**config.mk**
```make
export PLATFORM = sky130hd
export DESIGN_NAME = flash_unprotect_ctrl
export DESIGN_NICKNAME = d
export VERILOG_FILES = /design/src/rtl/bpr_pkg.sv /design/src/rtl/bpr_cfg_latch.sv /design/src/rtl/bpr_status_eval.sv /design/src/rtl/bpr_fsm.sv /design/src/rtl/flash_unprotect_ctrl.sv
export SDC_FILE = /design/constraint.sdc
export NUM_CORES = 1
export LEC_CHECK = 0
export CORE_ASPECT_RATIO = 1.2
export CORE_MARGIN = 4
export CORE_UTILIZATION = 44
export DETAILED_ROUTE_END_ITERATION = 6
export HOLD_SLACK_MARGIN = 0.05
export PLACE_DENSITY = 0.76
export SYNTH_ARGS = -nofsm -noshare
export SYNTH_HDL_FRONTEND = slang
export SYNTH_SLANG_ARGS = --single-unit
```
**constraint.sdc**
```tcl
create_clock -name clk -period 2.1 [get_ports clk]
set_input_delay 0.42 -clock clk [delete_from_list [all_inputs] [get_ports clk]]
set_output_delay 0.42 -clock clk [all_outputs]
set_load 0.05 [all_outputs]
```
**src/rtl/bpr_pkg.sv**
```systemverilog
package bpr_pkg;

    localparam int SR_W  = 8;
    localparam int RES_W = 3;

    typedef logic [SR_W-1:0] sr_t;

    typedef struct packed {
        sr_t prot;
        sr_t lock;
        sr_t hwp;
        sr_t keep;
    } bpr_cfg_t;

    typedef enum logic [RES_W-1:0] {
        RES_OK         = 3'd0,
        RES_HW_PROT    = 3'd1,
        RES_LOCK_STUCK = 3'd2,
        RES_PROT_STUCK = 3'd3,
        RES_WR_FAIL    = 3'd4
    } bpr_res_e;

    typedef enum logic [2:0] {
        ST_IDLE,
        ST_READ,
        ST_EVAL,
        ST_WRITE,
        ST_DONE
    } bpr_state_e;

    typedef enum logic [1:0] {
        PH_FIRST,
        PH_LOCK,
        PH_FINAL
    } bpr_phase_e;

    // Status with the lock bits dropped, everything else untouched.
    function automatic sr_t lock_release_value(sr_t sr, bpr_cfg_t c);
        return sr & ~c.lock;
    endfunction

    // Final write: protection and lock cleared, limited to the keep set.
    function automatic sr_t unprotect_value(sr_t sr, bpr_cfg_t c);
        return sr & ~(c.prot | c.lock) & c.keep;
    endfunction

    // Hardware protect is active when a mask is given and all its bits read 0.
    function automatic logic hw_pin_blocks(sr_t sr, bpr_cfg_t c);
        return (c.hwp != '0) && ((sr & c.hwp) == '0);
    endfunction

endpackage

```
**src/rtl/bpr_cfg_latch.sv**
```systemverilog
module bpr_cfg_latch
    import bpr_pkg::*;
(
    input  logic     clk,
    input  logic     rst,
    input  logic     capture,
    input  bpr_cfg_t cfg_in,
    output bpr_cfg_t cfg_q
);

    always_ff @(posedge clk) begin
        if (rst) begin
            cfg_q <= '0;
        end else if (capture) begin
            cfg_q <= cfg_in;
        end
    end

endmodule

```
**src/rtl/bpr_status_eval.sv**
```systemverilog
module bpr_status_eval
    import bpr_pkg::*;
(
    input  logic     clk,
    input  logic     rst,
    input  bpr_cfg_t cfg,
    input  logic     cap_status,
    input  sr_t      rd_data,
    input  logic     load_lock_wd,
    input  logic     load_final_wd,
    output logic     any_prot,
    output logic     any_lock,
    output logic     hw_blocked,
    output sr_t      wr_data
);

    sr_t status_q;
    sr_t wd_q;

    always_ff @(posedge clk) begin
        if (rst) begin
            status_q <= '0;
        end else if (cap_status) begin
            status_q <= rd_data;
        end
    end

    always_ff @(posedge clk) begin
        if (rst) begin
            wd_q <= '0;
        end else if (load_lock_wd) begin
            wd_q <= lock_release_value(status_q, cfg);
        end else if (load_final_wd) begin
            wd_q <= unprotect_value(status_q, cfg);
        end
    end

    always_comb begin
        any_prot   = (status_q & cfg.prot) != '0;
        any_lock   = (status_q & cfg.lock) != '0;
        hw_blocked = hw_pin_blocks(status_q, cfg);
    end

    assign wr_data = wd_q;

    AST_LOCK_WD_NEEDS_LOCK: assert property (@(posedge clk) disable iff (rst)
        load_lock_wd |-> (any_lock && !hw_blocked)) else $error("lock write without lock");

    AST_WD_LOAD_EXCL: assert property (@(posedge clk) disable iff (rst)
        !(load_lock_wd && load_final_wd)) else $error("two write values loaded");

endmodule

```
**src/rtl/bpr_fsm.sv**
```systemverilog
module bpr_fsm
    import bpr_pkg::*;
(
    input  logic     clk,
    input  logic     rst,
    input  logic     start,
    input  logic     rd_ack,
    input  logic     wr_ack,
    input  logic     wr_fail,
    input  logic     any_prot,
    input  logic     any_lock,
    input  logic     hw_blocked,
    output logic     cap_cfg,
    output logic     cap_status,
    output logic     load_lock_wd,
    output logic     load_final_wd,
    output logic     rd_req,
    output logic     wr_req,
    output logic     busy,
    output logic     done,
    output bpr_res_e result
);

    bpr_state_e state_q, state_d;
    bpr_phase_e phase_q, phase_d;
    bpr_res_e   result_q, result_d;
    logic       wr_seen_q;

    always_ff @(posedge clk) begin
        if (rst) begin
            state_q  <= ST_IDLE;
            phase_q  <= PH_FIRST;
            result_q <= RES_OK;
        end else begin
            state_q  <= state_d;
            phase_q  <= phase_d;
            result_q <= result_d;
        end
    end

    // Tracks whether a write completed in the current sequence.
    always_ff @(posedge clk) begin
        if (rst) begin
            wr_seen_q <= 1'b0;
        end else if (cap_cfg) begin
            wr_seen_q <= 1'b0;
        end else if (state_q == ST_WRITE && (wr_ack || wr_fail)) begin
            wr_seen_q <= 1'b1;
        end
    end

    always_comb begin
        state_d       = state_q;
        phase_d       = phase_q;
        result_d      = result_q;
        cap_cfg       = 1'b0;
        cap_status    = 1'b0;
        load_lock_wd  = 1'b0;
        load_final_wd = 1'b0;
        unique case (state_q)
            ST_IDLE: begin
                if (start) begin
                    cap_cfg = 1'b1;
                    phase_d = PH_FIRST;
                    state_d = ST_READ;
                end
            end
            ST_READ: begin
                if (rd_ack) begin
                    cap_status = 1'b1;
                    state_d    = ST_EVAL;
                end
            end
            ST_EVAL: begin
                unique case (phase_q)
                    PH_FIRST: begin
                        if (!any_prot) begin
                            result_d = RES_OK;
                            state_d  = ST_DONE;
                        end else if (any_lock && hw_blocked) begin
                            result_d = RES_HW_PROT;
                            state_d  = ST_DONE;
                        end else if (any_lock) begin
                            load_lock_wd = 1'b1;
                            phase_d      = PH_LOCK;
                            state_d      = ST_WRITE;
                        end else begin
                            load_final_wd = 1'b1;
                            phase_d       = PH_FINAL;
                            state_d       = ST_WRITE;
                        end
                    end
                    PH_LOCK: begin
                        if (any_lock) begin
                            result_d = RES_LOCK_STUCK;
                            state_d  = ST_DONE;
                        end else begin
                            load_final_wd = 1'b1;
                            phase_d       = PH_FINAL;
                            state_d       = ST_WRITE;
                        end
                    end
                    default: begin
                        result_d = any_prot ? RES_PROT_STUCK : RES_OK;
                        state_d  = ST_DONE;
                    end
                endcase
            end
            ST_WRITE: begin
                if (wr_fail) begin
                    result_d = RES_WR_FAIL;
                    state_d  = ST_DONE;
                end else if (wr_ack) begin
                    state_d = ST_READ;
                end
            end
            default: begin
                state_d = ST_IDLE;
            end
        endcase
    end

    assign rd_req = (state_q == ST_READ);
    assign wr_req = (state_q == ST_WRITE);
    assign busy   = (state_q != ST_IDLE);
    assign done   = (state_q == ST_DONE);
    assign result = result_q;

    AST_REQ_EXCL: assert property (@(posedge clk) disable iff (rst)
        !(rd_req && wr_req)) else $error("read and write requested together");

    AST_RD_HOLD: assert property (@(posedge clk) disable iff (rst)
        (rd_req && !rd_ack) |=> rd_req) else $error("read request dropped");

    AST_WR_HOLD: assert property (@(posedge clk) disable iff (rst)
        (wr_req && !wr_ack && !wr_fail) |=> wr_req) else $error("write request dropped");

    AST_DONE_PULSE: assert property (@(posedge clk) disable iff (rst)
        done |=> !done) else $error("done longer than one cycle");

    AST_FAIL_ENDS: assert property (@(posedge clk) disable iff (rst)
        (wr_req && wr_fail) |=> (done && result == RES_WR_FAIL)) else $error("write error not reported");

    AST_HWP_NO_WRITE: assert property (@(posedge clk) disable iff (rst)
        (done && result == RES_HW_PROT) |-> !wr_seen_q) else $error("write before hardware protect exit");

    AST_OK_UNPROTECTED: assert property (@(posedge clk) disable iff (rst)
        (done && result == RES_OK) |-> !any_prot) else $error("success with protection set");

    AST_IDLE_QUIET: assert property (@(posedge clk) disable iff (rst)
        !busy |-> (!rd_req && !wr_req && !done)) else $error("activity while idle");

endmodule

```
**src/rtl/flash_unprotect_ctrl.sv**
```systemverilog
module flash_unprotect_ctrl
    import bpr_pkg::*;
(
    input  logic                clk,
    input  logic                rst,
    input  logic                start,
    input  logic [SR_W-1:0]     prot_mask,
    input  logic [SR_W-1:0]     lock_mask,
    input  logic [SR_W-1:0]     hwp_mask,
    input  logic [SR_W-1:0]     keep_mask,
    output logic                sr_rd_req,
    input  logic                sr_rd_ack,
    input  logic [SR_W-1:0]     sr_rd_data,
    output logic                sr_wr_req,
    output logic [SR_W-1:0]     sr_wr_data,
    input  logic                sr_wr_ack,
    input  logic                sr_wr_fail,
    output logic                busy,
    output logic                done,
    output logic [RES_W-1:0]    result_code
);

    bpr_cfg_t cfg_in, cfg_q;
    logic     cap_cfg, cap_status, load_lock_wd, load_final_wd;
    logic     any_prot, any_lock, hw_blocked;
    bpr_res_e result;

    always_comb begin
        cfg_in.prot = prot_mask;
        cfg_in.lock = lock_mask;
        cfg_in.hwp  = hwp_mask;
        cfg_in.keep = keep_mask;
    end

    bpr_cfg_latch u_cfg (
        .clk     (clk),
        .rst     (rst),
        .capture (cap_cfg),
        .cfg_in  (cfg_in),
        .cfg_q   (cfg_q)
    );

    bpr_status_eval u_eval (
        .clk           (clk),
        .rst           (rst),
        .cfg           (cfg_q),
        .cap_status    (cap_status),
        .rd_data       (sr_rd_data),
        .load_lock_wd  (load_lock_wd),
        .load_final_wd (load_final_wd),
        .any_prot      (any_prot),
        .any_lock      (any_lock),
        .hw_blocked    (hw_blocked),
        .wr_data       (sr_wr_data)
    );

    bpr_fsm u_fsm (
        .clk           (clk),
        .rst           (rst),
        .start         (start),
        .rd_ack        (sr_rd_ack),
        .wr_ack        (sr_wr_ack),
        .wr_fail       (sr_wr_fail),
        .any_prot      (any_prot),
        .any_lock      (any_lock),
        .hw_blocked    (hw_blocked),
        .cap_cfg       (cap_cfg),
        .cap_status    (cap_status),
        .load_lock_wd  (load_lock_wd),
        .load_final_wd (load_final_wd),
        .rd_req        (sr_rd_req),
        .wr_req        (sr_wr_req),
        .busy          (busy),
        .done          (done),
        .result        (result)
    );

    assign result_code = result;

    AST_START_READS: assert property (@(posedge clk) disable iff (rst)
        (!busy && start) |=> sr_rd_req) else $error("start did not begin with a read");

endmodule

```
# After elaboration in Yosys (flattened, before gate mapping)
# Index checks and enable logic that the tools add are counted.
# totals
inputBits,46
register_bits,56
out_inout_bits,15
elab_cells,87
# classes
reduce_logical,15
bitwise,9
n_eq_ne,15
n_mux,39
# op_table
cell,n
8-bit bitwise AND,6
3-bit two-way mux,11
8-bit nonzero test,3
3-bit one-hot mux with 2 select lines,3
8-bit two-way mux,2
8-bit inverter,2
1-bit two-way mux,13
2-bit two-way mux,6
3-bit one-hot mux with 4 select lines,1
3-bit by 2-bit inequality test with 1-bit output (second input constant),3
8-bit zero test,1
8-bit bitwise OR,1
2-bit one-hot mux with 2 select lines,2
3-bit by 2-bit equality test with 1-bit output (second input constant),2
3-bit inequality test (second input constant),2
6-bit AND reduction,1
2-bit nonzero test,3
2-bit by 1-bit inequality test with 1-bit output (second input constant),2
4-bit inequality test (second input constant),1
4-bit AND reduction,1
3-bit by 1-bit equality test with 1-bit output (second input constant),1
3-bit equality test (second input constant),1
3-bit zero test,1
3-bit by 1-bit inequality test with 1-bit output (second input constant),1
other kinds (7),8

# Logic depth before layout (Yosys ltp)
# Gate-level depths: netlist of the first run.
# logic_depth
depth_word,10
ltp_mapped,8
mapped_depth_nobuf,6

# Hierarchy
# From an unflattened synthesis of the first run, not the netlist that was laid out.
# hier_totals
hier_cells,257
hier_area_um2,2489.9
# modules_own_cells
mod,area_each_um2,cells_per_inst,n_inst,seq_area_each_um2
bpr_cfg_latch,1163.6,103,1,640.6
bpr_status_eval,845.8,94,1,320.3
bpr_fsm,480.5,60,1,160.2

# Worst setup path after synthesis of the first run
# OpenSTA, ideal clock, no wires.
# synth_path
path_type,reg2reg
start,register u_fsm.state_q[0]
end,register u_fsm.state_q[1]
period_less_slack_ns,2.438
required_ns,2.028
setup_time_ns,0.072
path_buffers,1
arrival_ns,2.366
setup_slack_ns,-0.338
path_stages_with_launch,7
cell_sequence,dfxtp_1 > inv_2 > nor3_1 > and2_1 > clkbuf_1 > a21oi_1 > a21oi_1
# synth_via
elab_chain_len,3
word_cells_on_any_way,9
cone_classes,eq/ne (6); mux (1); reduce/logical (2)
# synth_lines
item,line,text
"start, declared",bpr_fsm.sv:24,"bpr_state_e state_q, state_d;"
"start signal, assigned",bpr_fsm.sv:35,state_q <= state_d;
3-bit by 1-bit equality test with 1-bit output (*),-,
named net sr_rd_req,flash_unprotect_ctrl.sv:11,"output logic sr_rd_req,"
2-bit by 1-bit inequality test with 1-bit output (no line),-,
3-bit AND reduction (no line),-,
# Mark *: on every way through the listed nets, which the timed path passes. The rest lies on a longest branch.
# A chain may end at the register's enable or synchronous reset.

# Worst setup path in the final report of the first run
# layout_path
start,register u_cfg.cfg_q[11] (netlist name)
end,register u_eval.wd_q[0] (netlist: u_eval.wr_data[0])
# layout_via
elab_chain_len,9
word_cells_on_any_way,15
cone_classes,mux (9); bitwise (1); reduce/logical (5)
# layout_lines
item,line,text
8-bit bitwise AND,bpr_pkg.sv:49,return (c.hwp != '0) && ((sr & c.hwp) == '0);
8-bit zero test,bpr_pkg.sv:49,
1-bit logical AND (*),bpr_pkg.sv:49,
1-bit logical AND (*),bpr_fsm.sv:80,end else if (any_lock && hw_blocked) begin
1-bit two-way mux,bpr_fsm.sv:80,
1-bit two-way mux,bpr_fsm.sv:77,if (!any_prot) begin
1-bit one-hot mux with 2 select lines / 1-bit two-way mux (equally long branches),bpr_fsm.sv:75,unique case (phase_q)
1-bit two-way mux,bpr_fsm.sv:60,unique case (state_q)
2-bit nonzero test (no line) / 8-bit two-way mux (equally long branches),-,
"end signal, assigned",bpr_status_eval.sv:32,"wd_q <= lock_release_value(status_q, cfg);"
"end signal, assigned",bpr_status_eval.sv:34,"wd_q <= unprotect_value(status_q, cfg);"
"end, declared",bpr_status_eval.sv:18,sr_t wd_q;
# Mark *: on every way between the ends. The rest lies on a longest branch, timed or not.

==> results of run 1 <==
final timing paths:
check                                                  start                              to  slack [ns]
worst min register to register   u_cfg.cfg_q[0]$_SDFFE_PP0P_     u_cfg.cfg_q[0]$_SDFFE_PP0P_        0.46
worst max register to register  u_cfg.cfg_q[11]$_SDFFE_PP0P_  u_eval.wr_data[0]$_SDFFE_PP0P_        0.04
worst max-delay path            u_cfg.cfg_q[11]$_SDFFE_PP0P_  u_eval.wr_data[0]$_SDFFE_PP0P_        0.04
worst min-delay path             u_cfg.cfg_q[0]$_SDFFE_PP0P_     u_cfg.cfg_q[0]$_SDFFE_PP0P_        0.46
critical path: stages, from the launching register on:
cell and delay [ns]:
dfxtp_1 0.32, or4_4 0.54, nor2_4 0.13, nor3_2 0.05, or3_4 0.44, a2111o_1 0.38, a21oi_1 0.13
cell families (layout without fill, tap and decap cells):
logic type | count (synthesis) | after routing
buffers and inverters | 30 | 96
AND/OR/NAND/NOR | 134 | 134
AO/OA/AOI/OAI | 88 | 88
flip-flops | 56 | 56
multiplexers | 2 | 2
stage by stage:
stage          area [um2]  instances  setup WS (ns)
5_1_grt              3290        438        -0.0509
2_1_floorplan        2430        310         0.0536
3_3_place_gp         3180        430       0.000937
4_1_cts              3290        438         0.0463
3_5_place_dp         3180        430        -0.0295
6_report             3290        438         0.0391
cell type report:
class / instances / area [um2] / area share [%]
flip-flops and latches: 56 / 1120 / 34.0
clock inverters: 2 / 35.0 / 1.06
inverters: 12 / 45.0 / 1.37
well taps: 62 / 77.6 / 2.35
multi-input cells: 224 / 1200 / 36.4
clock buffers: 6 / 72.6 / 2.20
repair buffers: 76 / 743 / 22.6
sequential cells by signal (all words and copies together) (netlist names):
register	flops
u_cfg.cfg_q	32
u_eval.status_q	8
u_eval.wr_data	8
u_fsm.result	3
u_fsm.state_q	3
u_fsm.phase_q	2
power breakdown:
part | switching, W | internal [W] | total (W)
combinational | 0.000203 | 0.000198 | 0.000401
sequential | 0.0000474 | 0.00112 | 0.00116
clock | 0.000336 | 0.000354 | 0.000690
total | 0.000586 | 0.00167 | 0.00226
cell usage in the layout, fill, tap and decap left out, drive strengths merged:
cell / Yosys / layout
nand2: 97 / 97
dfxtp: 56 / 56
clkdlybuf4s50: 0 / 55
a21oi: 54 / 54
buf: 2 / 21
a22oi: 12 / 12
inv: 11 / 11
nand2b: 8 / 8
a2111o: 8 / 8
nor2: 8 / 8
o21ai: 8 / 8
clkbuf: 16 / 6
nor3: 5 / 5
or3: 3 / 3
or4: 3 / 3
nor3b: 2 / 2
nand4: 2 / 2
or2: 2 / 2
mux2i: 2 / 2
clkinv: 1 / 2
and2: 1 / 1
and4: 1 / 1
o31a: 1 / 1
nor4b: 1 / 1
o221ai: 1 / 1
a2111oi: 1 / 1
a31oi: 1 / 1
a2bb2oi: 1 / 1
and3: 1 / 1
o2111ai: 1 / 1
bufinv: 0 / 1
metal layers:
metal / up-vias / wire length, um / track usage, % / part of all wire (%)
li1: 1189 / - / - / -
met2: 61 / 3220 / 34.2 / 51
met3: 14 / 310 / 3.49 / 4.9
met1: 1098 / 2640 / 24.4 / 42
met5: - / 0 / 0 / 0
met4: 0 / 192 / 8.59 / 3.0
repair_timing:
action / 4_1_cts / 5_1_grt
resized for setup: 1 / 0
pin swaps: 0 / 1
endpoints found under the setup margin: 8 / 7
hold buffers: 0 / 0
==> run_results.csv, run 1 <==
group,metric,value,unit
sta,fmax,485,MHz
floorplan,die_w,75.7,um
setup_path,critical_path_arrival,2.29,ns
power_and_ir_drop,p_leak,1.16,nW
floorplan,die_y,89.2,um
setup_path,worstSetupPathType,"reg2reg",
sta,final_max_slew_viol_count,0,
synth,yosys_warnings,0,
routing,ant_nets,0,
clocking,cts_max_level,2,
setup_path,cp_max_fo,8,
power_and_ir_drop,peakVddDrop,444,uV
clocking,cts_buffer_depth,2,
floorplan,die_area,6750,um2
synth,async_flop_share,0,%
global_route,grt_first_pass_wirelength,10.3,mm
synth,ys_top_cells_by_area,"dfxtp_1, nand2_1, a21oi_1",
synth,synth_flop_cell,"dfxtp_1",
routing,drt_wl_total,6.37,mm
finish,area_growth,36.1,%
power_and_ir_drop,pwr_density_cell,685,nW/um2
clocking,cts_tree,"yes",
clocking,cts_setup_buffers,0,
synth,synth_compound_area_share,22.8,%
synth,yosys.cell_count.top_type,"nand2_1",
synth,syn-num-nets,356,
floorplan,coreArea,5300,um2
sta,rsz0062_at_grt,"yes",
synth,synth.top_cells.by_count,"nand2_1, dfxtp_1, a21oi_1",
sta,fin_tns_setup,0,ns
floorplan,start_util,45.7,%
setup_path,worst_setup_path_start_kind,"register",
sta,setup_violations,0,
setup_path,required,2.33,ns
routing,first_iter_violations,192,
finish,diodes,0,
setup_path,cp-end-kind,"register",
global_route,grt_max_degree,30,
floorplan,rows,29,
setup_path,worstRegToRegCells,6,
synth,synth_fa_ha_area_share,0,%
global_route,track_usage,20.0,%
global_route,grt-ovfl-total,0,
global_route,antenna_found_initial,0,
floorplan,io_pins,61,
routing,remaining_drc_errors,0,
clocking,insertion_delay,0.30,ns
global_route,grt_pass1_vias,2211,
sta,period_share,98.1,%
synth,syn_area_per_cell,7.81,um2
worst_hold_path,worstHoldPathCells,2,
sta,finalHoldViolCount,0,
finish,layout-drive-gt1-share,10.9,%
clocking,cts_root_buf,"clkbuf_8",
clocking,cts_buffers,5,
clocking,clkTransAtPathRegs,0.09,ns
synth,syn_inst,310,
run_status,outcome,"completed",
sta,whs,0.463,ns
sta,worst_slew_pin_slew,0.560,ns
finish,fin_nets,421,
synth,synth_top_area_cell,"dfxtp_1",
synth,syn_area,2420,um2
finish,fill_cells,501,
routing,routedWlPerCell,14.5,um
synth,synth_edf_count,0,
place,port-buffer-count,60,
sta,finClkSkew,0.00656,ns
run,max-cap-violations,0,
synth,synth_top_area_share,46.3,%
synth,synth-simple-area-share,25.1,%
synth,ys_ff_latch,56,
power_and_ir_drop,finalPower,0.00226,W
clocking,cts.sinks,56,
routing,drt_pre_antenna_iters,4,
worst_hold_path,hold_class,"reg2reg",
synth,synth_top_family_by_area,"simple AND/OR/NAND/NOR gates",
synth,muxShareOfSynthArea,0.827,%
sta,post-route-min-period,2.06,ns
synth,yosysSeqAreaShare,46.3,%
place,gp_congestion,0.865,
sta,maxSlewHeadroom,62.7,%
synth,synth_cell_type_count,36,
finish,final_util,62.2,%
routing,routed_via_density,5.39,
routing,vias,2362,
synth,synth-xor-area-share,0,%
place,hpwl,4.87,mm
No activity file was read; power rests on OpenSTA's default activity.
==> inputs of run 2 (changes only) <==
--- a/config.mk
+++ b/config.mk
@@ -5,12 +5,14 @@
 export SDC_FILE = /design/constraint.sdc
 export NUM_CORES = 1
 export LEC_CHECK = 0
+export CELL_PAD_IN_SITES_DETAIL_PLACEMENT = 0
+export CELL_PAD_IN_SITES_GLOBAL_PLACEMENT = 2
 export CORE_ASPECT_RATIO = 1.2
 export CORE_MARGIN = 4
-export CORE_UTILIZATION = 44
+export CORE_UTILIZATION = 25
 export DETAILED_ROUTE_END_ITERATION = 6
 export HOLD_SLACK_MARGIN = 0.05
-export PLACE_DENSITY = 0.76
+export PLACE_DENSITY_LB_ADDON = 0.1
 export SYNTH_ARGS = -nofsm -noshare
 export SYNTH_HDL_FRONTEND = slang
 export SYNTH_SLANG_ARGS = --single-unit
==> run_results.csv, run 2 (synthesis results as in run 1) <==
group,metric,value,unit
run_status,outcome,"completed",
sta,maxSlewHeadroom,66.0,%
finish,area_growth,45.6,%
place,hpwl,5.94,mm
global_route,grt_pass1_vias,2311,
place,dp_cells,498,
global_route,grt_max_degree,28,
sta,fmax,487,MHz
floorplan,coreArea,9470,um2
finish,fill_cells,1040,
setup_path,cp_max_fo,8,
routing,routed_via_density,4.65,
routing,drt_pre_antenna_iters,4,
routing,drt_wl_total,7.65,mm
sta,worst_slew_pin_slew,0.508,ns
routing,ant_nets,0,
clocking,hold_buffers,0,
setup_path,crit_family,"simple AND/OR/NAND/NOR gates",
sta,period_share,97.7,%
power_and_ir_drop,peakVddDrop,288,uV
routing,vias,2346,
clocking,insertion_delay,0.29,ns
sta,finalHoldViolCount,0,
floorplan,io_pins,61,
finish,largest-register,"u_cfg.cfg_q",
sta,final_max_slew_viol_count,0,
floorplan,start_util,25.6,%
sta,setup_violations,0,
clocking,cts_max_level,2,
finish,seq_area,1120,um2
finish,final_common_cell,"nand2_1",
floorplan,die_area,11300,um2
finish,fin_nets,428,
global_route,antenna_found_initial,0,
floorplan,rows,39,
finish,final_cell_mix,"nand2_1, clkdlybuf4s50_1, dfxtp_1",
global_route,track_usage,13.8,%
global_route,grt-ovfl-total,0,
power_and_ir_drop,pwr_density_cell,701,nW/um2
clocking,cts_buffers,5,
finish,multi_input_area,1210,um2
setup_path,critical_path_arrival,2.27,ns
finish,diodes,0,
setup_path,reg2reg_slack,0.05,ns
floorplan,die_y,116,um
sta,rsz0062_at_grt,"yes",
clocking,cts_buffer_depth,2,
clocking,cts_root_buf,"clkbuf_16",
place,gp_congestion,0.787,
routing,first_iter_violations,86,
finish,largest_reg_flops,32,
setup_path,worstSetupPathType,"reg2reg",
floorplan,die_w,97.8,um
clocking,cts_tree,"yes",
setup_path,max_stage_delay,0.54,ns
routing,routedWlPerCell,15.2,um
global_route,grt_first_pass_wirelength,12.3,mm
setup_path,worst_setup_path_start_kind,"register",
setup_path,cp-end-kind,"register",
finish,fin_cells,505,
sta,post-route-min-period,2.05,ns
setup_path,required,2.32,ns
setup_path,cp_slowest_cell,"or4_4",
clocking,clkTransAtPathRegs,0.07,ns
routing,remaining_drc_errors,0,
power_and_ir_drop,finalPower,0.00247,W
sta,finClkSkew,0.00342,ns
clocking,cts.sinks,56,
run,max-cap-violations,0,
setup_path,cp_cell_sequence,"or4_4, nor2_4, nor3_2, or3_4, a2111o_1, a21oi_1",
place,port-buffer-count,60,
worst_hold_path,hold_class,"reg2reg",
setup_path,crit_buf_inv,0,
finish,layout-drive-gt1-share,13.6,%
power_and_ir_drop,p_leak,1.23,nW
[run 2: cell types whose count changed in the layout (fill, tap and decap cells not counted), moves of 2 or more]
cell,delta
a21oi_1,-2
a21oi_2,+2
buf_12,+3
buf_4,+4
clkbuf_16,+5
clkbuf_8,-3
[run 2: metrics by stage]
step	hold WS, ns	util [%]	setup TNS, ns	setup WS, ns	area, um2
finish	0.457	37.2	0	0.0474	3520
global route	0.491	37.2	-0.125	-0.0374	3520
CTS	0.462	37.0	0	0.0229	3510
detailed placement	0.453	35.4	-0.396	-0.0622	3350
global placement	0.446	35.4	-0.250	-0.0409	3350
floorplan	0.437	-	0	0.0536	2430
[run 2: repair_timing]
| action | in CTS | in global routing |
|---|---|---|
| setup endpoints to repair | 8 | 11 |
| hold endpoints to repair | 0 | 0 |
| buffers inserted | 0 | 0 |
| gates resized for setup | 1 | 5 |
| pin swaps | 0 | 1 |
[run 2: worst min-delay path: cells and delay by family, from the launching register on]
kind            cells  cell delay, ns
compound gates      1            0.05
simple gates        1            0.05
flops               1            0.31
[run 2: layout make-up]
type                    instances  area share, %
inverters                      12           1.28
multi-input cells             224           34.5
flip-flops and latches         56           31.9
well taps                     123           4.37
repair buffers                 83           23.7
clock buffers                   7           4.33
[run 2: final timing paths]
kind	start	end	depth (start not counted)
min reg2reg	u_eval.wr_data[6]$_SDFFE_PP0P_	u_eval.wr_data[6]$_SDFFE_PP0P_	2
max reg2reg	u_cfg.cfg_q[11]$_SDFFE_PP0P_	u_eval.wr_data[3]$_SDFFE_PP0P_	6
min	u_eval.wr_data[6]$_SDFFE_PP0P_	u_eval.wr_data[6]$_SDFFE_PP0P_	2
max	u_cfg.cfg_q[11]$_SDFFE_PP0P_	u_eval.wr_data[3]$_SDFFE_PP0P_	6
[run 2: power breakdown]
| group | internal, W | switching (W) | total [W] |
|---|---|---|---|
| Sequential | 0.00112 | 0.0000498 | 0.00117 |
| Combinational | 0.000222 | 0.000220 | 0.000442 |
| Clock | 0.000501 | 0.000357 | 0.000858 |
[run 2: metal layers]
layer  vias to the layer above  wire length (um)  track usage, %
met5                         -                 0               0
met4                         0               107            4.43
met3                         8               313            2.35
met2                        50              3800            24.4
met1                      1082              3430            17.1
li1                       1206                 -               -
